**config.mk**
```make
export PLATFORM = sky130hd
export DESIGN_NAME = ahb_blk_sec_filter
export DESIGN_NICKNAME = d
export VERILOG_FILES = /design/src/rtl/ahb_sf_pkg.sv /design/src/rtl/sf_lookup.sv /design/src/rtl/sf_dphase.sv /design/src/rtl/sf_viol_report.sv /design/src/rtl/ahb_blk_sec_filter.sv
export SDC_FILE = /design/constraint.sdc
export NUM_CORES = 1
export LEC_CHECK = 0
export BUFFER_PORTS_ARGS = -buffer_cell sky130_fd_sc_hd__buf_2
export CORE_AREA = 2 2 126 128
export CTS_BUF_LIST = sky130_fd_sc_hd__clkbuf_16
export DETAILED_ROUTE_END_ITERATION = 10
export DIE_AREA = 0 0 128 130
export PLACE_DENSITY = 0.82
export SYNTH_ARGS = -nofsm -noshare
export SYNTH_HDL_FRONTEND = slang
export SYNTH_SLANG_ARGS = --single-unit
```
**constraint.sdc**
```tcl
create_clock -name clk -period 4.6 [get_ports clk]
set_input_delay 0.23 -clock clk [delete_from_list [all_inputs] [get_ports clk]]
set_output_delay 0.23 -clock clk [all_outputs]
set_load 0.02 [all_outputs]
```
**src/rtl/ahb_sf_pkg.sv**
```systemverilog
package ahb_sf_pkg;

  localparam logic [1:0] HTRANS_IDLE = 2'b00;

  // data-phase owner of the master's response
  typedef enum logic [2:0] {
    DP_NONE = 3'd0,   // no transfer in data phase
    DP_PASS = 3'd1,   // forwarded transfer, memory answers
    DP_RAZ  = 3'd2,   // silent blocked transfer
    DP_ERR1 = 3'd3,   // first error cycle
    DP_ERR2 = 3'd4,   // second error cycle
    DP_HOLD = 3'd5    // finished response parked while gated
  } dp_state_t;

endpackage

```
**src/rtl/sf_lookup.sv**
```systemverilog
module sf_lookup #(
  parameter int ADDR_W     = 32,
  parameter int NUM_BLOCKS = 64,
  parameter int SIZE_W     = 4
) (
  input  logic [ADDR_W-1:0]     addr,
  input  logic [SIZE_W-1:0]     size_code,
  input  logic [NUM_BLOCKS-1:0] blk_table,
  output logic                  cfg_ns
);

  localparam int IDX_W = (NUM_BLOCKS > 1) ? $clog2(NUM_BLOCKS) : 1;
  localparam int SH_W  = 6;

  logic [SH_W-1:0]   shamt;
  logic [ADDR_W-1:0] blk_num;
  logic              in_range;

  always_comb begin
    shamt    = SH_W'(size_code) + SH_W'(5);
    blk_num  = addr >> shamt;
    in_range = (blk_num < ADDR_W'(NUM_BLOCKS));
    // blocks past the table end are secure
    cfg_ns   = in_range ? blk_table[blk_num[IDX_W-1:0]] : 1'b0;
  end

endmodule

```
**src/rtl/sf_dphase.sv**
```systemverilog
module sf_dphase
  import ahb_sf_pkg::*;
#(
  parameter int DATA_W = 32
) (
  input  logic              clk,
  input  logic              rst_n,
  input  logic              gate_req,
  input  logic              err_mode,
  input  logic              xfer_active,
  input  logic              violation,
  input  logic [DATA_W-1:0] m_hrdata,
  input  logic              m_hreadyout,
  input  logic              m_hresp,
  output logic [DATA_W-1:0] s_hrdata,
  output logic              s_hreadyout,
  output logic              s_hresp,
  output logic              m_hready,
  output logic              accept,
  output logic              gate_ack
);

  dp_state_t         state_q, state_d;
  logic [DATA_W-1:0] hold_rdata_q;
  logic              hold_resp_q;
  logic              hold_en;

  always_comb begin
    s_hreadyout = 1'b1;
    s_hresp     = 1'b0;
    s_hrdata    = '0;
    m_hready    = 1'b1;
    state_d     = state_q;
    case (state_q)
      DP_NONE: s_hreadyout = !gate_req;
      DP_PASS: begin
        s_hreadyout = m_hreadyout && !gate_req;
        s_hresp     = m_hresp;
        s_hrdata    = m_hrdata;
        m_hready    = m_hreadyout;
      end
      DP_RAZ:  s_hreadyout = !gate_req;
      DP_ERR1: begin
        s_hreadyout = 1'b0;
        s_hresp     = 1'b1;
      end
      DP_ERR2: begin
        s_hreadyout = !gate_req;
        s_hresp     = 1'b1;
      end
      DP_HOLD: begin
        s_hreadyout = !gate_req;
        s_hresp     = hold_resp_q;
        s_hrdata    = hold_rdata_q;
      end
      default: ;
    endcase

    if (s_hreadyout) begin
      if (!xfer_active)    state_d = DP_NONE;
      else if (!violation) state_d = DP_PASS;
      else if (err_mode)   state_d = DP_ERR1;
      else                 state_d = DP_RAZ;
    end else begin
      case (state_q)
        DP_PASS:          if (m_hreadyout) state_d = DP_HOLD;
        DP_RAZ, DP_ERR2:  state_d = DP_HOLD;
        DP_ERR1:          state_d = DP_ERR2;
        default: ;
      endcase
    end
  end

  assign accept   = s_hreadyout;
  assign hold_en  = (state_q != DP_HOLD) && (state_d == DP_HOLD);
  assign gate_ack = gate_req && ((state_q == DP_NONE) || (state_q == DP_HOLD));

  always_ff @(posedge clk or negedge rst_n) begin
    if (!rst_n) state_q <= DP_NONE;
    else        state_q <= state_d;
  end

  always_ff @(posedge clk or negedge rst_n) begin
    if (!rst_n) begin
      hold_rdata_q <= '0;
      hold_resp_q  <= 1'b0;
    end else if (hold_en) begin
      hold_rdata_q <= s_hrdata;
      hold_resp_q  <= s_hresp;
    end
  end

endmodule

```
**src/rtl/sf_viol_report.sv**
```systemverilog
module sf_viol_report #(
  parameter int ADDR_W   = 32,
  parameter int MASTER_W = 4
) (
  input  logic                clk,
  input  logic                rst_n,
  input  logic                hit,
  input  logic [ADDR_W-1:0]   addr,
  input  logic                nonsec,
  input  logic [MASTER_W-1:0] master,
  input  logic                cfg_ns,
  output logic                viol_valid,
  output logic [ADDR_W-1:0]   viol_addr,
  output logic                viol_nonsec,
  output logic [MASTER_W-1:0] viol_master,
  output logic                viol_cfg
);

  always_ff @(posedge clk or negedge rst_n) begin
    if (!rst_n) viol_valid <= 1'b0;
    else        viol_valid <= hit;
  end

  always_ff @(posedge clk or negedge rst_n) begin
    if (!rst_n) begin
      viol_addr   <= '0;
      viol_nonsec <= 1'b0;
      viol_master <= '0;
      viol_cfg    <= 1'b0;
    end else if (hit) begin
      viol_addr   <= addr;
      viol_nonsec <= nonsec;
      viol_master <= master;
      viol_cfg    <= cfg_ns;
    end
  end

endmodule

```
**src/rtl/ahb_blk_sec_filter.sv**
```systemverilog
module ahb_blk_sec_filter
  import ahb_sf_pkg::*;
#(
  parameter int ADDR_W     = 32,
  parameter int DATA_W     = 32,
  parameter int MASTER_W   = 4,
  parameter int NUM_BLOCKS = 64,
  parameter int SIZE_W     = 4,
  parameter int RST_STAGES = 2
) (
  input  logic                  clk,
  input  logic                  rst_n,
  input  logic [SIZE_W-1:0]     size_code,
  input  logic [NUM_BLOCKS-1:0] blk_table,
  input  logic                  err_mode,
  input  logic                  gate_req,
  output logic                  gate_ack,
  input  logic [ADDR_W-1:0]     s_haddr,
  input  logic [1:0]            s_htrans,
  input  logic                  s_hwrite,
  input  logic [2:0]            s_hsize,
  input  logic                  s_hnonsec,
  input  logic [MASTER_W-1:0]   s_hmaster,
  input  logic [DATA_W-1:0]     s_hwdata,
  output logic [DATA_W-1:0]     s_hrdata,
  output logic                  s_hreadyout,
  output logic                  s_hresp,
  output logic [ADDR_W-1:0]     m_haddr,
  output logic [1:0]            m_htrans,
  output logic                  m_hwrite,
  output logic [2:0]            m_hsize,
  output logic                  m_hnonsec,
  output logic [DATA_W-1:0]     m_hwdata,
  output logic                  m_hready,
  input  logic [DATA_W-1:0]     m_hrdata,
  input  logic                  m_hreadyout,
  input  logic                  m_hresp,
  output logic                  viol_valid,
  output logic [ADDR_W-1:0]     viol_addr,
  output logic                  viol_nonsec,
  output logic [MASTER_W-1:0]   viol_master,
  output logic                  viol_cfg
);

  // reset: asserted at once, released through a synchroniser
  logic [RST_STAGES-1:0] rst_pipe_q;
  logic                  rst_sync_n;

  always_ff @(posedge clk or negedge rst_n) begin
    if (!rst_n) rst_pipe_q <= '0;
    else        rst_pipe_q <= {rst_pipe_q[RST_STAGES-2:0], 1'b1};
  end
  assign rst_sync_n = rst_pipe_q[RST_STAGES-1];

  logic cfg_ns;
  logic xfer_active;
  logic violation;
  logic accept;
  logic forward;
  logic viol_hit;

  sf_lookup #(
    .ADDR_W     (ADDR_W),
    .NUM_BLOCKS (NUM_BLOCKS),
    .SIZE_W     (SIZE_W)
  ) u_lookup (
    .addr      (s_haddr),
    .size_code (size_code),
    .blk_table (blk_table),
    .cfg_ns    (cfg_ns)
  );

  assign xfer_active = s_htrans[1];
  assign violation   = xfer_active && (s_hnonsec != cfg_ns);

  sf_dphase #(
    .DATA_W (DATA_W)
  ) u_dphase (
    .clk         (clk),
    .rst_n       (rst_sync_n),
    .gate_req    (gate_req),
    .err_mode    (err_mode),
    .xfer_active (xfer_active),
    .violation   (violation),
    .m_hrdata    (m_hrdata),
    .m_hreadyout (m_hreadyout),
    .m_hresp     (m_hresp),
    .s_hrdata    (s_hrdata),
    .s_hreadyout (s_hreadyout),
    .s_hresp     (s_hresp),
    .m_hready    (m_hready),
    .accept      (accept),
    .gate_ack    (gate_ack)
  );

  assign forward  = accept && xfer_active && !violation;
  assign viol_hit = accept && violation;

  assign m_haddr   = s_haddr;
  assign m_htrans  = forward ? s_htrans : HTRANS_IDLE;
  assign m_hwrite  = s_hwrite;
  assign m_hsize   = s_hsize;
  assign m_hnonsec = s_hnonsec;
  assign m_hwdata  = s_hwdata;

  sf_viol_report #(
    .ADDR_W   (ADDR_W),
    .MASTER_W (MASTER_W)
  ) u_report (
    .clk         (clk),
    .rst_n       (rst_sync_n),
    .hit         (viol_hit),
    .addr        (s_haddr),
    .nonsec      (s_hnonsec),
    .master      (s_hmaster),
    .cfg_ns      (cfg_ns),
    .viol_valid  (viol_valid),
    .viol_addr   (viol_addr),
    .viol_nonsec (viol_nonsec),
    .viol_master (viol_master),
    .viol_cfg    (viol_cfg)
  );

endmodule

```
== After elaboration in Yosys (flattened, before gate mapping) ==
Cells that the tools add are included.

* Output and inout bits: 146
* Input bits: 181
* Bits in registers: 77

* Equal/unequal tests: 8
* Add/sub/neg operators: 1
* Reductions and logical operators: 14
* Order comparisons: 2
* Shift operators: 1
* Muxes and demuxes: 14

{| class="wikitable"
|+ Operators by type and width
! cell !! count
|-
| 32-bit case mux with 2 select lines || 1
|-
| 32-bit by 7-bit less-than comparator with 1-bit output (second input constant) || 1
|-
| 32-bit by 6-bit right shift with 32-bit output || 1
|-
| 3-bit 2-to-1 mux || 4
|-
| 3-bit == test (second input constant) || 3
|-
| 3-bit case mux with 3 select lines || 1
|-
| 1-bit logical AND || 7
|-
| 6-bit by 7-bit less-than comparator with 1-bit output (second input constant) || 1
|-
| 1-bit binary-select mux with 6-bit select || 1
|-
| 3-bit by 2-bit == test with 1-bit output (second input constant) || 2
|-
| 1-bit case mux with 3 select lines || 2
|-
| 4-bit by 3-bit adder with 5-bit output (second input constant) || 1
|-
| 1-bit 2-to-1 mux || 4
|-
| 2-bit OR reduction || 2
|-
| 4-bit OR reduction || 1
|-
| 3-bit by 1-bit == test with 1-bit output (second input constant) || 1
|-
| 3-bit zero test || 1
|-
| 3-bit != test (second input constant) || 1
|-
| 1-bit zero test || 2
|-
| 2-bit 2-to-1 mux || 1
|-
| 1-bit logical OR || 1
|-
| 1-bit != test || 1
|}

== Longest topological paths before layout ==
* Depth in word-level cells: 12
* Depth in mapped cells: 14
* Mapped depth without buffers: 10

== Hierarchy ==
Synthesis repeated with hierarchy kept, for this count alone.

* Cell total of the unflattened synthesis: 565
* Area total of the unflattened synthesis: 5765.5 µm²

{| class="wikitable"
|+ Modules (own cells, without submodules)
! module !! cells each !! instances !! area each (µm²)
|-
| sf_dphase || 218 || 1 || 2023.2
|-
| sf_lookup || 187 || 1 || 1611.5
|-
| sf_viol_report || 81 || 1 || 1517.7
|-
| ahb_blk_sec_filter || 79 || 1 || 613.1
|}

== Worst setup path after synthesis ==
Ideal clock, no wire load.

* Kind: input-to-reg
* Start point: input port size_code[0]
* End point: register u_report.viol_addr[0]
* Stages on the path: 13
* Setup slack: 935 ps
* Arrival time: 3539 ps
* Buffers on the path: 3
* Path through: buf_4 > buf_6 > mux2_2 > o22ai_2 > nor2_2 > a311o_1 > a211o_1 > a211o_1 > a21o_1 > a22oi_4 > mux2i_4 > buf_6 > mux2_4

* Longest elaborated chain between the ends: 8

{| class="wikitable"
|+ Ends and longest elaborated chain
! item !! line !! text
|-
| start, declared || ahb_blk_sec_filter.sv:13 || <nowiki>input logic [SIZE_W-1:0] size_code,</nowiki>
|-
| 4-bit by 3-bit adder with 5-bit output (*) || sf_lookup.sv:20 || <nowiki>shamt = SH_W'(size_code) + SH_W'(5);</nowiki>
|-
| 32-bit by 6-bit right shift with 32-bit output (*) || sf_lookup.sv:21 || <nowiki>blk_num = addr >> shamt;</nowiki>
|-
| parallel branches: the longest is 2 deep, another holds 32-bit by 7-bit less-than comparator with 1-bit output || n/a ||
|-
| 1-bit 2-to-1 mux (*) || sf_lookup.sv:24 || <nowiki>cfg_ns = in_range ? blk_table[blk_num[IDX_W-1:0]] : 1'b0;</nowiki>
|-
| 1-bit != test (*) || ahb_blk_sec_filter.sv:74 || <nowiki>assign violation = xfer_active && (s_hnonsec != cfg_ns);</nowiki>
|-
| 1-bit logical AND (*) || ahb_blk_sec_filter.sv:74 ||
|-
| 1-bit logical AND (*) || ahb_blk_sec_filter.sv:97 || <nowiki>assign viol_hit = accept && violation;</nowiki>
|-
| end signal, assigned || sf_viol_report.sv:31 || <nowiki>viol_addr <= addr;</nowiki>
|-
| end, declared || sf_viol_report.sv:13 || <nowiki>output logic [ADDR_W-1:0] viol_addr,</nowiki>
|}

Every way passes the cells marked *. The select of a mux whose other input is x is not followed.
A chain may end at the register's enable or synchronous reset.

== Worst setup path in the final report ==
* Start point: input port size_code[0]
* End point: output port m_htrans[0]

* Longest elaborated chain between the ends: 10

{| class="wikitable"
|+ Ends and longest elaborated chain
! item !! line !! text
|-
| 4-bit by 3-bit adder with 5-bit output (*) || sf_lookup.sv:20 ||
|-
| 32-bit by 6-bit right shift with 32-bit output (*) || sf_lookup.sv:21 ||
|-
| parallel branches: the longest is 2 deep, another holds 32-bit by 7-bit less-than comparator with 1-bit output || n/a ||
|-
| 1-bit 2-to-1 mux (*) || sf_lookup.sv:24 ||
|-
| 1-bit != test (*) || ahb_blk_sec_filter.sv:74 ||
|-
| 1-bit logical AND (*) || ahb_blk_sec_filter.sv:74 ||
|-
| 1-bit zero test (*) || n/a ||
|-
| 1-bit logical AND (*) || ahb_blk_sec_filter.sv:96 || <nowiki>assign forward = accept && xfer_active && !violation;</nowiki>
|-
| 2-bit 2-to-1 mux (*) || ahb_blk_sec_filter.sv:100 || <nowiki>assign m_htrans = forward ? s_htrans : HTRANS_IDLE;</nowiki>
|-
| end, declared || ahb_blk_sec_filter.sv:29 || <nowiki>output logic [1:0] m_htrans,</nowiki>
|}

Marks and branches as above.

==> qor.csv <==
metric,value,unit
CTS resizes,0,
Routed WL,16700,microns
"Setup violations, final",0,
CP max FO,16,
"EDFF count, synth",0,
"area leader, netlist",dfrtp_1,
Main synth FF type,dfrtp_1,
WL/cell,18.0,microns
Yosys cell types,66,
first drt pass iteration count,5,
status,finished clean,
residual DRC count,0,
Power Density,493,nW/um^2
area of the core,15400,sq um
Mapped Area,5960,sq um
die height,130,microns
Port Buffers,254,
CP endpoint kind,primary output,
clock skew,7.48,ps
die width,128,microns
Worst-Skew Late Latency,340,ps
Synth Area in Adders,0,%
FF-to-FF path depth,8,
P_leak,3.54,nW
number of synthesis warnings,0,
HPWL Detailed,12700,microns
GP Congestion,0.930,
Worst Hold Class,in -> reg,
max-slew violation count,0,
clk sink count,77,
post-route setup TNS,0,ps
Final ANT Viol Nets,0,
largest net degree at the start of global routing,76,
Startpoint Class,input pin,
share of flip-flops with an asynchronous set or reset,100,%
Simple-Gate Fraction of Synth Area,8.02,%
XOR/XNOR share of the synthesized area,0.441,%
GRT overflow,0,
#FFs+latches synth,77,
TritonCTS Buffers,9,
H-tree depth,3,
Mapped Cells,554,
Syn Nets,735,
"Seq/Total Area, Yosys",32.3,%
post-synth top area share,32.3,%
global-route wire length before repair,25600,microns
CP endpoint,m_htrans[0],
routed vias/inst,5.50,
Worst Setup SP,size_code[0],
"Arr. time, crit path",3930,ps
Sequential Power Share,30.8,%
largest family of logic cells by synthesized area,multiplexers,
share of post-route cells with drive strength above 1,52.8,%
Peak supply drop,0.000280,V
Final Hold Viols,0,
vias in the first global route,5009,
1st-iter DRT viols,234,
gr usage total,19.4,%
MaxCap Viol Count,0,
ant diodes,0,
"Reg clk slew, reported paths",70,ps
R2R setup slack,2160,ps
RSZ-0062 raised after global routing,no,
Clock Power Share,20.6,%
Top Ports,327,
Util after Layout,46.5,%
dominant cells by area after synthesis,"dfrtp_1, buf_4, mux2_2, mux2i_1, mux2_4",
reg2reg end,u_report.viol_addr[29],
Tcrit/Tclk final,90.3,%
area grow syn2layout,20.3,%
Post-CTS Setup Bufs,0,
Switching Fraction,40.3,%
row count,46,
fmax,241,MHz
Psw,0.00142,W
mux cell area share after synthesis,31.2,%
Starting Density,38.6,%
internal power,0.00211,W
Max transition margin,34.9,%
kind of critical path,in -> out,
nets,911,
Combinational Power Share,48.6,%
CTS max path bufs,2,
TritonCTS clock tree,yes,
initial antenna violation count,0,
minimum clock period,4160,ps
total number of vias,5095,
FF-to-FF Start,u_dphase.state_q[1],
Syn Area/Cell,10.8,sq um
Required @ worst endpoint,4370,ps
compound-gate portion of the synthesized area,15.0,%
full die area,16600,sq um
layout filler cell count,1470,
root buf cell,clkbuf_16,
Worst Max-Slew Pin Slew,976,ps
[cell type report]
cell class              instances  area (sq um)  area share [%]
repair buffers                267          1370            19.1
well taps                     192           240            3.35
inverters                      14          52.6           0.733
clock inverters                 7          73.8            1.03
multi-input cells             361          3280            45.7
flip-flops and latches         77          1930            26.9
clock buffers                   9           225            3.14
[layer usage]
metal	track usage, %	share of wire [%]
met5	0	0
met4	7.69	2.2
met3	3.85	8.3
met2	34.0	50
met1	23.7	40
[per-stage QoR]
step | power, W | instance area (sq um) | worst slack, ps | instances | hold WS, ps
after floorplan | 0.00233 | 5960 | 935 | 554 | -65.6
after global placement | 0.00278 | 6860 | 213 | 910 | 17.7
after detailed placement | 0.00281 | 6860 | 128 | 910 | 19.1
after CTS | 0.00356 | 7170 | 466 | 927 | 106
after global routing | 0.00373 | 7170 | 58.7 | 927 | 113
final | 0.00353 | 7170 | 444 | 927 | 120
[layout by cell type (no fill, tap or decap), drive strengths merged, types with 2 or more instances in the layout]
cell | Yosys | final
nor3 | 6 | 6
nand2 | 39 | 39
nand2b | 2 | 2
a41oi | 2 | 2
inv | 14 | 16
o22ai | 4 | 4
mux2i | 52 | 52
o41a | 2 | 2
dfrtp | 77 | 77
a22o | 34 | 34
nor4 | 6 | 6
o21ai | 13 | 13
a211oi | 6 | 6
o211ai | 4 | 4
a22oi | 3 | 3
o21bai | 3 | 3
nand3 | 7 | 7
a311oi | 2 | 2
nand4 | 6 | 6
a32oi | 2 | 2
buf | 86 | 266
nor3b | 2 | 2
and2 | 5 | 5
nor2 | 22 | 22
o31ai | 2 | 2
xor2 | 2 | 2
a2111oi | 4 | 4
mux2 | 76 | 76
a21oi | 14 | 14
a211o | 2 | 2
a311o | 2 | 2
clkbuf | 16 | 9
clkinvlp | 0 | 3
a21boi | 3 | 3
a31oi | 4 | 4
mux4 | 15 | 15
[cell usage after synthesis, types with 5 or more instances]
cell      count
nor2_1       20
a22o_1       34
o21ai_0      13
nor3_1        6
buf_6         6
a21oi_1      13
mux2_2       46
inv_1        13
mux4_2       15
nand4_1       6
mux2_4       29
nand2_1      38
buf_2         5
buf_4        71
nor4_1        6
a211oi_1      6
nand3_1       7
clkbuf_1     16
dfrtp_1      77
mux2i_1      49
[power by group through the flow]
stage,Sequential (W),Clock (W),Combinational (W)
finish,0.00109,0.000728,0.00172
global route,0.00112,0.000771,0.00184
CTS,0.00109,0.000749,0.00173
detailed placement,0.00109,0,0.00172
global placement,0.00109,0,0.00169
floorplan,0.00124,0,0.00109
[worst min path at each step]
stage / start / end / slack, ps / depth (start not counted)
floorplan: rst_n / rst_pipe_q[0] / -70 / 0
finish: s_hmaster[2] / u_report.viol_master[2] / 120 / 2
detailed placement: rst_n / rst_pipe_q[0] / 20 / 1
global placement: rst_n / rst_pipe_q[0] / 20 / 1
CTS: s_hmaster[2] / u_report.viol_master[2] / 110 / 2
global route: s_hmaster[2] / u_report.viol_master[2] / 110 / 2
[worst max-delay path, cell delays in order]
cell and delay [ps]:
buf_2 360, buf_4 290, mux2_2 240, o22a_1 300, nand2_4 120, a21oi_2 530, mux2i_1 140, a2111oi_0 560
a311oi_1 150, a22oi_4 360, xnor2_1 210, nor3b_1 220, buf_2 190
[state kept, by name (all words and copies together), names as in the netlist]
register and cells:
u_report.viol_addr 32, u_report.viol_nonsec 1, u_report.viol_cfg 1, u_report.viol_valid 1, u_dphase.state_q 3, u_dphase.hold_resp_q 1
rst_pipe_q 2, u_dphase.hold_rdata_q 32, u_report.viol_master 4
[cell families after synthesis]
group | after synthesis
and+or+nand+nor | 100
xor gates and xnor gates | 3
DFF | 77
AOI/OAI and AO/OA | 114
other | 1
muxes | 143
buffers and inverters | 116
[what timing repair did]
item	CTS	global route
endpoints found under the setup margin	0	0
hold buffers	1	0
hold endpoints to repair	2	0
No activity file was read; power rests on OpenSTA's default activity.
